===== src/rtl/fcode_alu_pkg.sv =====
package fcode_alu_pkg;

    localparam int FN_W = 6;

    typedef enum logic [FN_W-1:0] {
        FN_SLL  = 6'b000010,
        FN_SRL  = 6'b000011,
        FN_CMPL = 6'b001011,
        FN_AND  = 6'b001101,
        FN_OR   = 6'b001111,
        FN_MUL  = 6'b011000,
        FN_DIV  = 6'b011011,
        FN_ADD  = 6'b100000,
        FN_SUB  = 6'b100010
    } fn_e;

    function automatic logic fn_known(input logic [FN_W-1:0] code);
        case (code)
            FN_SLL, FN_SRL, FN_CMPL, FN_AND, FN_OR,
            FN_MUL, FN_DIV, FN_ADD, FN_SUB: fn_known = 1'b1;
            default:                        fn_known = 1'b0;
        endcase
    endfunction

endpackage


===== src/rtl/fcode_alu_addsub.sv =====
module fcode_alu_addsub #(
    parameter int W = 32
) (
    input  logic [W-1:0] a,
    input  logic [W-1:0] b,
    input  logic         do_sub,
    output logic [W-1:0] sum
);
    logic [W-1:0] b_eff;

    // subtraction as a + ~b + 1 on a single carry chain
    always_comb begin
        b_eff = do_sub ? ~b : b;
        sum   = a + b_eff + {{(W-1){1'b0}}, do_sub};
    end
endmodule


===== src/rtl/fcode_alu_muldiv.sv =====
module fcode_alu_muldiv #(
    parameter int W = 32
) (
    input  logic [W-1:0] a,
    input  logic [W-1:0] b,
    output logic [W-1:0] prod,
    output logic [W-1:0] quot
);
    logic         neg_a, neg_b, b_zero;
    logic [W-1:0] mag_a, mag_b, divisor, mag_q;

    // low half of a product does not depend on signedness
    always_comb prod = a * b;

    // signed divide via magnitudes; most-negative / -1 wraps naturally
    always_comb begin
        neg_a   = a[W-1];
        neg_b   = b[W-1];
        b_zero  = (b == '0);
        mag_a   = neg_a ? (~a + 1'b1) : a;
        mag_b   = neg_b ? (~b + 1'b1) : b;
        divisor = b_zero ? {{(W-1){1'b0}}, 1'b1} : mag_b;
        mag_q   = mag_a / divisor;
        if (b_zero)
            quot = '1;
        else if (neg_a ^ neg_b)
            quot = ~mag_q + 1'b1;
        else
            quot = mag_q;
    end
endmodule


===== src/rtl/fcode_alu_bitops.sv =====
module fcode_alu_bitops
    import fcode_alu_pkg::*;
#(
    parameter int W  = 32,
    parameter int SW = 5
) (
    input  logic [W-1:0]    a,
    input  logic [W-1:0]    b,
    input  logic [SW-1:0]   sh,
    input  logic [FN_W-1:0] code,
    output logic [W-1:0]    y
);
    always_comb begin
        case (code)
            FN_AND:  y = a & b;
            FN_OR:   y = a | b;
            FN_SRL:  y = b >> sh;
            FN_SLL:  y = b << sh;
            FN_CMPL: y = ~b;
            default: y = '0;
        endcase
    end
endmodule


===== src/rtl/fcode_alu.sv =====
module fcode_alu
    import fcode_alu_pkg::*;
#(
    parameter int W  = 32,
    parameter int SW = 5
) (
    input  logic [W-1:0]    a_in,
    input  logic [W-1:0]    b_in,
    input  logic [SW-1:0]   sh_amt,
    input  logic [FN_W-1:0] fn_code,
    input  logic            fn_enable,
    output logic [W-1:0]    result
);
    logic            sub_sel;
    logic [W-1:0]    sum_w, prod_w, quot_w, bits_w;

    assign sub_sel = fn_enable && (fn_code == FN_SUB);

    fcode_alu_addsub #(.W(W)) u_addsub (
        .a      (a_in),
        .b      (b_in),
        .do_sub (sub_sel),
        .sum    (sum_w)
    );

    fcode_alu_muldiv #(.W(W)) u_muldiv (
        .a    (a_in),
        .b    (b_in),
        .prod (prod_w),
        .quot (quot_w)
    );

    fcode_alu_bitops #(.W(W), .SW(SW)) u_bitops (
        .a    (a_in),
        .b    (b_in),
        .sh   (sh_amt),
        .code (fn_code),
        .y    (bits_w)
    );

    // result select
    always_comb begin
        if (!fn_enable) begin
            result = sum_w;
        end else begin
            unique case (fn_code)
                FN_ADD, FN_SUB:                   result = sum_w;
                FN_MUL:                           result = prod_w;
                FN_DIV:                           result = quot_w;
                FN_AND, FN_OR, FN_SRL, FN_SLL,
                FN_CMPL:                          result = bits_w;
                default:                          result = '0;
            endcase
        end
    end
endmodule


===== config.mk =====
export PLATFORM = sky130hd
export DESIGN_NAME = fcode_alu
export DESIGN_NICKNAME = d
export VERILOG_FILES = /design/src/rtl/fcode_alu_pkg.sv /design/src/rtl/fcode_alu_addsub.sv /design/src/rtl/fcode_alu_muldiv.sv /design/src/rtl/fcode_alu_bitops.sv /design/src/rtl/fcode_alu.sv
export SDC_FILE = /design/constraint.sdc
export NUM_CORES = 2
export LEC_CHECK = 0
export BUFFER_PORTS_ARGS = -buffer_cell sky130_fd_sc_hd__clkbuf_2
export CORE_ASPECT_RATIO = 1.75
export CORE_UTILIZATION = 68
export DETAILED_ROUTE_END_ITERATION = 12
export MAX_ROUTING_LAYER = met4
export PLACE_DENSITY = 0.85
export SYNTH_ARGS = -nofsm -noshare
export SYNTH_HDL_FRONTEND = slang
export SYNTH_SLANG_ARGS = --single-unit

===== constraint.sdc =====
create_clock -name vclk -period 133.9
set_input_delay 20.085 -clock vclk [all_inputs]
set_output_delay 20.085 -clock vclk [all_outputs]
set_load 0.05 [all_outputs]

==> results.cfg, run 1 <==
[synthesis]
ys_warn_count = 0
yosysTopAreaCell = ha_1
syn_area_um2 = 51790
syn_inst = 7252
synth.area.top_cells = ha_1 17%, fa_1 16%, nand2_1 6.6%
syn_nets = 8426
synth_top_area_frac = 0.1665
ys_seq_area_frac = 0
avgSynthCellArea_um2 = 7.141
synth.most_common_cell = nand2_1
synthTopCellsByCount = 916 x nand2_1, 689 x ha_1, 628 x inv_1, 611 x nor2_1, 482 x a21oi_1
yosysUniqueCellTypes = 95

[place]
hpwlAfterDp_um = 190600
place_area_um2 = 53600
io_buffers = 108
gp_congestion = 1.202
dp_cells = 8152

[floorplanning]
io_pins = 108
die_y_um = 367.1
die_x_um = 210.6
start_util = 0.6885
rows = 133

[global_route]
track_usage = 0.7320
grt_pass1_wl_um = 408000
gr-total-overflow = 11
grt_max_degree = 89
grt_pass1_vias = 64040

[outcome]
lastStage = 5_1_grt
error_line = [ERROR GRT-0116] Global routing finished with congestion. Check the congestion regions in the DRC Viewer.
status = aborted with a tool error

[cts]
ctsResizeCount = 0
post-cts-setup-buffers = 0
holdBufCountCts = 0
==> logic make-up after synthesis <==
family	share of synthesized area
AND/OR/NAND/NOR	0.2236
buffers and inverters	0.07257
XOR/XNOR	0.09673
multiplexers	0.04296
adder cells (fa/ha/maj)	0.3278
AO/OA/AOI/OAI	0.2363
==> through the flow <==
stage	setup WS, ps	utilization
floorplan	13680	-
global placement	4708	0.7125
detailed placement	3996	0.7125
CTS	3645	0.7125
==> metal layers <==
layer / global-route usage / overflow
met1: 0.7051 / 0
met2: 0.9287 / 4
met3: 0.4939 / 0
met4: 0.7572 / 7
met5: - / -
==> run 2: changes to the inputs <==
CORE_ASPECT_RATIO = default   (was 1.75)
CORE_UTILIZATION = 40   (was 68)
MAX_ROUTING_LAYER = default   (was met4)
PLACE_DENSITY = default   (was 0.85)
PLACE_DENSITY_LB_ADDON = 0.15   (was default)
==> results.cfg, run 2 <==
[outcome]
status = finished, violations left
violations = max-capacitance violations, max-slew violations

[finish]
final_cell_count_no_fill = 8899
final_cell_mix = 913 x nand2_1, 689 x ha_1, 628 x inv_1
nClkBuffers = 0
register_area_um2 = 0
drive_gt1_frac = 0.07498
final_common_cell = nand2_1
flops_and_latches = 0
final_nets = 8338
fin_util = 0.4307
area_delta_synth_final_pct = 6.467

[synthesis]
synthTopCellsByCount = 916 x nand2_1, 689 x ha_1, 628 x inv_1, 611 x nor2_1, 482 x a21oi_1
syn_nets = 8426
synth.area.top_cells = ha_1 17%, fa_1 16%, nand2_1 6.6%
yosysUniqueCellTypes = 95
syn_area_um2 = 51790
syn_inst = 7252
synth_top_area_frac = 0.1665
yosysTopAreaCell = ha_1
synth.most_common_cell = nand2_1
avgSynthCellArea_um2 = 7.141
ys_warn_count = 0
ys_seq_area_frac = 0

[route]
firstDrtPassIters = 8
num_vias = 55360
viasPerCell = 6.221
wl_per_cell_um = 26.36
drc = 0
routed_wl_um = 234600
drt_iter0_drc = 6422
ant_nets = 0

[place]
io_buffers = 108
gp_congestion = 1.036
hpwlAfterDp_um = 182100
dp_cells = 8885

[flow_run]
maxCapViolCount = 1

[timing]
slew_headroom = -0.006922
slew_viol_final = 1
post-route-min-period_ps = 128710
max_freq_ghz = 0.007769
setup_viol = 0
period_share = 0.9613
final_hold_viol_count = 0
tightestPinTransition_ps = 1495

[floorplanning]
rows = 131
die_x_um = 361.8
die_y_um = 361.8
die-area_um2 = 130900
core_um2 = 128000
start_util = 0.4046
io_pins = 108

[cts]
holdBufCountCts = 0

[global_route]
antenna_found_initial = 25
grt_util_met2 = 0.5348
grt_pass1_vias = 53070
busiest_layer = met2
grt_pass1_wl_um = 345400
use_met1 = 0.4870
track_usage = 0.3468
grt_max_degree = 100
use_met3 = 0.05627
gr-total-overflow = 0

[worst_hold_path]
hold_start = fn_code[2]
min_path_type = in2out

[worst_setup_path]
arrival_ps = 108630
path_class = in2out
crit_path_end_kind = primary output
slowest_delay_ps = 750
crit_fanout = 35
required_ps = 113820
cpMostUsedCell = a21oi_1
slowest_stage = a221oi_1
cp-startpoint = b_in[0]
critPathLaunchType = primary input
==> run 2: stage by stage <==
stage / hold slack [ps] / instance area (um^2) / TNS, ps / worst slack, ps
4_1_cts: 41000 / 54860 / 0 / 2127
3_3_place_gp: 41000 / 54860 / 0 / 3722
3_5_place_dp: 41000 / 54860 / 0 / 2494
6_report: 41050 / 55140 / 0 / 5186
5_1_grt: 41040 / 55130 / -24.20 / -22.03
2_1_floorplan: 40600 / 51790 / 0 / 13680
==> run 2: worst paths after layout <==
check | endpoint | slack [ps] | cells past startpoint
setup / recovery | result[8] | 5190 | 338
hold / removal | result[24] | 41050 | 5
==> run 2: cell type report <==
type	instances	area [um^2]
timing repair buffer	272	2024
tap	1729	2163
antenna	8	20.02
inverter	632	2372
multi-input combinational	6258	48560
fill	13380	72870
==> run 2: critical path: cells and delay by family <==
kind | cells | cell delay (ps)
AO/OA/AOI/OAI | 173 | 46250
AND/OR/NAND/NOR | 97 | 20570
adder cells (fa/ha/maj) | 33 | 10750
buffers and inverters | 23 | 6060
multiplexers | 10 | 3870
XOR/XNOR | 2 | 690
==> run 2: what timing repair did <==
item	CTS	global route
resized for setup	0	54
hold endpoints to repair	0	0
endpoints found under the setup margin	0	32
setup buffers	0	4
==> run 2: per-layer routing <==
layer | vias up | share of wire
met5 | - | 0.00054
met4 | 20 | 0.041
met3 | 498 | 0.098
met2 | 2688 | 0.43
met1 | 26980 | 0.43
li1 | 25170 | -
==> run 2: kinds of logic (layout without fill, tap and decap cells) <==
family | count (synthesis) | in the layout | share of synthesized area
AND/OR/NAND/NOR | 2485 | 2485 | 0.2236
other | 0 | 8 | 0
XOR/XNOR | 572 | 572 | 0.09673
adder cells (fa/ha/maj) | 1115 | 1115 | 0.3278
buffers and inverters | 996 | 904 | 0.07257
multiplexers | 206 | 206 | 0.04296
AO/OA/AOI/OAI | 1878 | 1880 | 0.2363
